**src/rtl/spi_swreg.sv**
```systemverilog
module spi_swreg #(
  parameter int DEPTH = 128,
  parameter bit HDR_ALT = 1'b0,
  parameter logic [7:0] FAMILY = 8'h95,
  parameter logic [3:0] CHIP = 4'h0,
  parameter logic [2:0] REV = 3'h1
) (
  input  logic               clk,
  input  logic               rst_n,
  input  logic               spi_sclk,
  input  logic               spi_cs_n,
  input  logic               spi_mosi,
  output logic               spi_miso,
  output logic               run,
  output logic [8*DEPTH-1:0] reg_image
);
  localparam int ADDR_W = HDR_ALT ? 12 : 8;
  localparam int IW = $clog2(DEPTH);
  localparam logic [ADDR_W:0] DEPTH_A = (ADDR_W+1)'(DEPTH);

  typedef enum logic [1:0] {OP_NONE, OP_WR, OP_RD} op_t;

  logic [2:0] sclk_q;
  logic [1:0] cs_q, mosi_q;
  logic       active, rise, fall;
  logic [6:0] shift_in;
  logic [7:0] byte_in, hdr_hi, tx, rd_data, id1;
  logic [2:0] bit_cnt;
  logic [1:0] phase;
  op_t        op;
  logic [ADDR_W-1:0] addr, ad_f, rd_sel;
  logic       is_wr, is_rd, byte_done, wr_en, wr_run, wr_mem;
  logic [7:0] mem [2:DEPTH-1];

  assign active  = ~cs_q[1];
  assign rise    = sclk_q[1] & ~sclk_q[2];
  assign fall    = ~sclk_q[1] & sclk_q[2];
  assign byte_in = {shift_in, mosi_q[1]};
  assign id1     = {CHIP, REV, run};

  generate
    if (HDR_ALT) begin : g_alt
      assign is_wr = hdr_hi[7:5] == 3'h2;
      assign is_rd = hdr_hi[7:5] == 3'h3;
      assign ad_f  = {hdr_hi[4:0], byte_in[7:1]};
    end else begin : g_std
      assign is_wr = hdr_hi == 8'h02;
      assign is_rd = hdr_hi == 8'h03;
      assign ad_f  = byte_in;
    end
  endgenerate

  assign byte_done = active & rise & (bit_cnt == 3'd7);
  assign wr_en  = byte_done & (phase == 2'd2) & (op == OP_WR);
  assign wr_run = wr_en & (addr == ADDR_W'(1));
  assign wr_mem = wr_en & (addr >= ADDR_W'(2)) & ({1'b0, addr} < DEPTH_A);
  assign rd_sel = (phase == 2'd1) ? ad_f : addr + 1'b1;

  always_comb begin
    if (rd_sel == '0) rd_data = FAMILY;
    else if (rd_sel == ADDR_W'(1)) rd_data = id1;
    else if ({1'b0, rd_sel} < DEPTH_A) rd_data = mem[rd_sel[IW-1:0]];
    else rd_data = 8'h00;
  end

  always_ff @(posedge clk or negedge rst_n) begin
    if (!rst_n) begin
      sclk_q <= '0;
      cs_q   <= 2'b11;
      mosi_q <= '0;
    end else begin
      sclk_q <= {sclk_q[1:0], spi_sclk};
      cs_q   <= {cs_q[0], spi_cs_n};
      mosi_q <= {mosi_q[0], spi_mosi};
    end
  end

  always_ff @(posedge clk or negedge rst_n) begin
    if (!rst_n) begin
      shift_in <= '0;
      bit_cnt  <= '0;
      phase    <= '0;
      hdr_hi   <= '0;
      op       <= OP_NONE;
      addr     <= '0;
      tx       <= '0;
      spi_miso <= 1'b0;
    end else if (!active) begin
      bit_cnt  <= '0;
      phase    <= '0;
      op       <= OP_NONE;
      spi_miso <= 1'b0;
    end else begin
      if (rise) begin
        shift_in <= byte_in[6:0];
        bit_cnt  <= bit_cnt + 1'b1;
        if (bit_cnt == 3'd7) begin
          case (phase)
            2'd0: begin
              hdr_hi <= byte_in;
              phase  <= 2'd1;
            end
            2'd1: begin
              phase <= 2'd2;
              addr  <= ad_f;
              op    <= is_wr ? OP_WR : (is_rd ? OP_RD : OP_NONE);
              tx    <= rd_data;
            end
            default: begin
              if (op != OP_NONE) addr <= addr + 1'b1;
              tx <= rd_data;
            end
          endcase
        end
      end
      if (fall)
        spi_miso <= (op == OP_RD && phase == 2'd2) ? tx[~bit_cnt] : 1'b0;
    end
  end

  always_ff @(posedge clk or negedge rst_n) begin
    if (!rst_n) run <= 1'b0;
    else if (wr_run) run <= byte_in[0];
  end

  always_ff @(posedge clk or negedge rst_n) begin
    if (!rst_n) begin
      for (int i = 2; i < DEPTH; i++) mem[i] <= '0;
    end else if (wr_mem) begin
      mem[addr[IW-1:0]] <= byte_in;
    end
  end

  generate
    for (genvar g = 0; g < DEPTH; g++) begin : g_img
      if (g == 0) begin : g_fam
        assign reg_image[7:0] = FAMILY;
      end else if (g == 1) begin : g_id
        assign reg_image[15:8] = id1;
      end else begin : g_rw
        assign reg_image[8*g +: 8] = mem[g];
      end
    end
  endgenerate
endmodule

```
**config.mk**
```make
export PLATFORM = sky130hd
export DESIGN_NAME = spi_swreg
export DESIGN_NICKNAME = d
export VERILOG_FILES = /design/src/rtl/spi_swreg.sv
export SDC_FILE = /design/constraint.sdc
export NUM_CORES = 2
export LEC_CHECK = 0
export BUFFER_PORTS_ARGS = -buffer_cell sky130_fd_sc_hd__buf_4
export CAP_MARGIN = 20
export CORE_AREA = 2 2 399 401
export CTS_CLUSTER_DIAMETER = 40
export DETAILED_ROUTE_END_ITERATION = 16
export DIE_AREA = 0 0 401 403
export SYNTH_ARGS = -nofsm -noshare
export SYNTH_HDL_FRONTEND = slang
export SYNTH_SLANG_ARGS = --single-unit
```
**constraint.sdc**
```tcl
create_clock -name clk -period 7.1 [get_ports clk]
set_input_delay 0.355 -clock clk [delete_from_list [all_inputs] [get_ports clk]]
set_output_delay 0.355 -clock clk [all_outputs]
set_load 0.05 [all_outputs]
```
==> metrics <==
status complete, no violations; Worst Setup Start Kind register; Critical Path AT 5.51 ns; Worst VDD drop 273 µV; fillcell total around 15k; Placement Setup Slack around 2 ns; number of enable flip-flop cells after synthesis 0; H-Tree Depth 4; initial antenna violation count 9; FP Rows 146; Synth area leader dfrtp_1; PwrDens about 250 nW/µm²; main area contributors after synthesis dfrtp_1 53%, mux2_2 24%, mux4_2 6.7%; worst clock skew 0.0708 ns; most common library cells after synthesis 1,053 x dfrtp_1, 1,038 x mux2_2, 406 x nand2_1; clock root buffer clkbuf_16; Detail Route Antenna Nets 0; Syn-to-layout area delta 33.9%; Final Max Slew Viols 0; post-synthesis area per instance 13.6 µm²; Crit Path Class register to register; register area share after synthesis roughly 53%; final setup fails 0; clk sinks about 1.1k; vias in the first global route approximately 39k; post-synthesis register bit count about 1.1k; initial drt markers around 3.5k; WP data required approximately 8 ns; worst hold path type primary input to asynchronous set/reset pin; Pleak ~33 nW; TritonCTS clock tree done; Yosys top cell area share approximately 53%; Vias/cell around 5.6; CTS buffer count around 190; # Max-Cap Violations 0; Post CTS Setup Buffer Count 0; Synth Flop Type dfrtp_1; drt total wl around 250,000 µm; Slew @ Worst Pin 1.22 ns; final core utilization between 40% and 50%; core area ~160,000 µm²; drt drc 0; critical path capture point type register; Nets about 4.7k; worst hold slack between 0.15 and 0.2 ns; I/O pin count 1,031; Final Hold Fails 0; Final TNS setup 0 ns; Max Fclk approximately 210 MHz; die width 401 µm; share of cells above drive strength 1 a little under three fifths; final worst path period share between 60 and 70%; Avg WL per Cell about 36 µm; worst-path fanout max 17; netlist area before placement around 49,000 µm²; Ys Warns 0; worst setup margin about 2.3 ns; Skew-Pair Late Insertion Delay between 0.8 and 0.9 ns; global-route wire length before repair between 300,000 and 400,000 µm; TritonRoute pass-1 iters 5; Via Count slightly below 40k; clock buffer depth 3; Port-buffer cells a little over 1k; Final HPWL DP around 180,000 µm; GPL Wtd Cong approximately 0.89; fin crit period between 4 and 5 ns; relative slew slack 18.7%; Die Y approximately 400 µm; Worst-path clk slew approximately 0.05 ns; async set-reset flop share out of synthesis 100%; Post-Syn Instances about 3.6k; cell with the most instances after synthesis dfrtp_1; cts repair resizes 0; Die Area approximately 160,000 µm²; Yosys cell types 85; RSZ-0062 raised after global routing false; Total GRT Usage between 20% and 30%; GRT overflow 0; largest net degree at the start of global routing ~180; initial core utilization roughly a third
==> routing by layer <==
layer,up-vias,routed length [µm],track usage [%]
li1,15500,-,-
met1,20700,97600,37.0
met2,1908,119000,49.1
met3,470,18900,7.89
met4,8,12000,12.9
met5,-,52,0
==> critical path: stages, from the launching register on <==
cell and delay (ns):
dfrtp_1 0.64, nand3_1 0.27, or3_1 0.46, a31oi_4 0.65, buf_4 0.48, nor4_2 0.13
a21boi_1 0.83, nand3_1 0.23, nor4_1 0.77, o32a_1 0.23
==> cell usage in the layout, fill, tap and decap left out, drive strengths merged, types with 61 or more instances in the layout <==
master / netlist / routed
buf: 124 / 1108
clkbuf: 160 / 225
dfrtp: 1053 / 1053
nand2: 406 / 406
a21oi: 61 / 61
nor2: 111 / 111
mux4: 156 / 156
mux2i: 111 / 111
nand3: 96 / 96
mux2: 1039 / 1039
==> flip-flops by register name, summed over array words and instances (netlist names), 3 cells and up <==
name	flops
hdr_hi	8
sclk_q	3
addr	8
shift_in	7
reg_image	1008
bit_cnt	3
tx	8
==> cells by family (layout without fill, tap and decap cells) <==
logic type	count (synthesis)	in the layout	synth area share [%]
mux	1306	1306	33.1
flops	1055	1055	53.4
simple gates	725	725	6.57
buf+inv	293	1469	3.09
compound gates	248	248	3.60
fa+ha+maj	5	5	0.127
xor+xnor	3	3	0.0532
other cells	2	19	0.0152
==> final cells by class <==
class | count | area, µm² | area share (%)
inverter | 9 | 33.8 | 0.0511
antenna | 4 | 10.0 | 0.0151
timing repair buffer | 1112 | 8630 | 13.0
clock buffer | 225 | 5070 | 7.67
sequential | 1055 | 26400 | 40.0
tap | 2072 | 2590 | 3.92
clock inverter | 123 | 1660 | 2.51
multi-input combinational | 2302 | 21700 | 32.8
==> worst paths after layout <==
kind | startpoint | to | slack, ns | cells past startpoint
max | addr[2] | tx[0] | 2.31 | 9
min | rst_n | reg_image[887] | 0.19 | 2
max reg2reg | addr[2] | tx[0] | 2.31 | 9
min reg2reg | mosi_q[0] | mosi_q[1] | 0.35 | 0
max in group asynchronous | rst_n | reg_image[327] | 4.83 | 4
min in group clk | spi_mosi | mosi_q[0] | 0.19 | 2
==> timing repair <==
action                                  4_1_cts  5_1_grt
hold buffers                                  4        0
hold endpoints to repair                     83        0
endpoints found under the setup margin        0        0
==> stage by stage <==
| stage | instance area [µm²] | std cells | power (mW) |
|---|---|---|---|
| 3_5_place_dp | 59300 | 6543 | 7.28 |
| 6_report | 66100 | 6902 | 16.8 |
| 5_1_grt | 66100 | 6898 | 17.2 |
| 2_1_floorplan | 49500 | 3650 | 6.67 |
| 4_1_cts | 66100 | 6895 | 16.9 |
| 3_3_place_gp | 59100 | 6528 | 7.27 |
==> power by group <==
part	leakage (nW)	internal [mW]	total, mW	switching [mW]
Combinational	15.2	0.0837	0.755	0.672
Clock	3.26	6.09	9.60	3.51
Sequential	14.7	6.04	6.41	0.371
(Power assumes the default switching activity.)
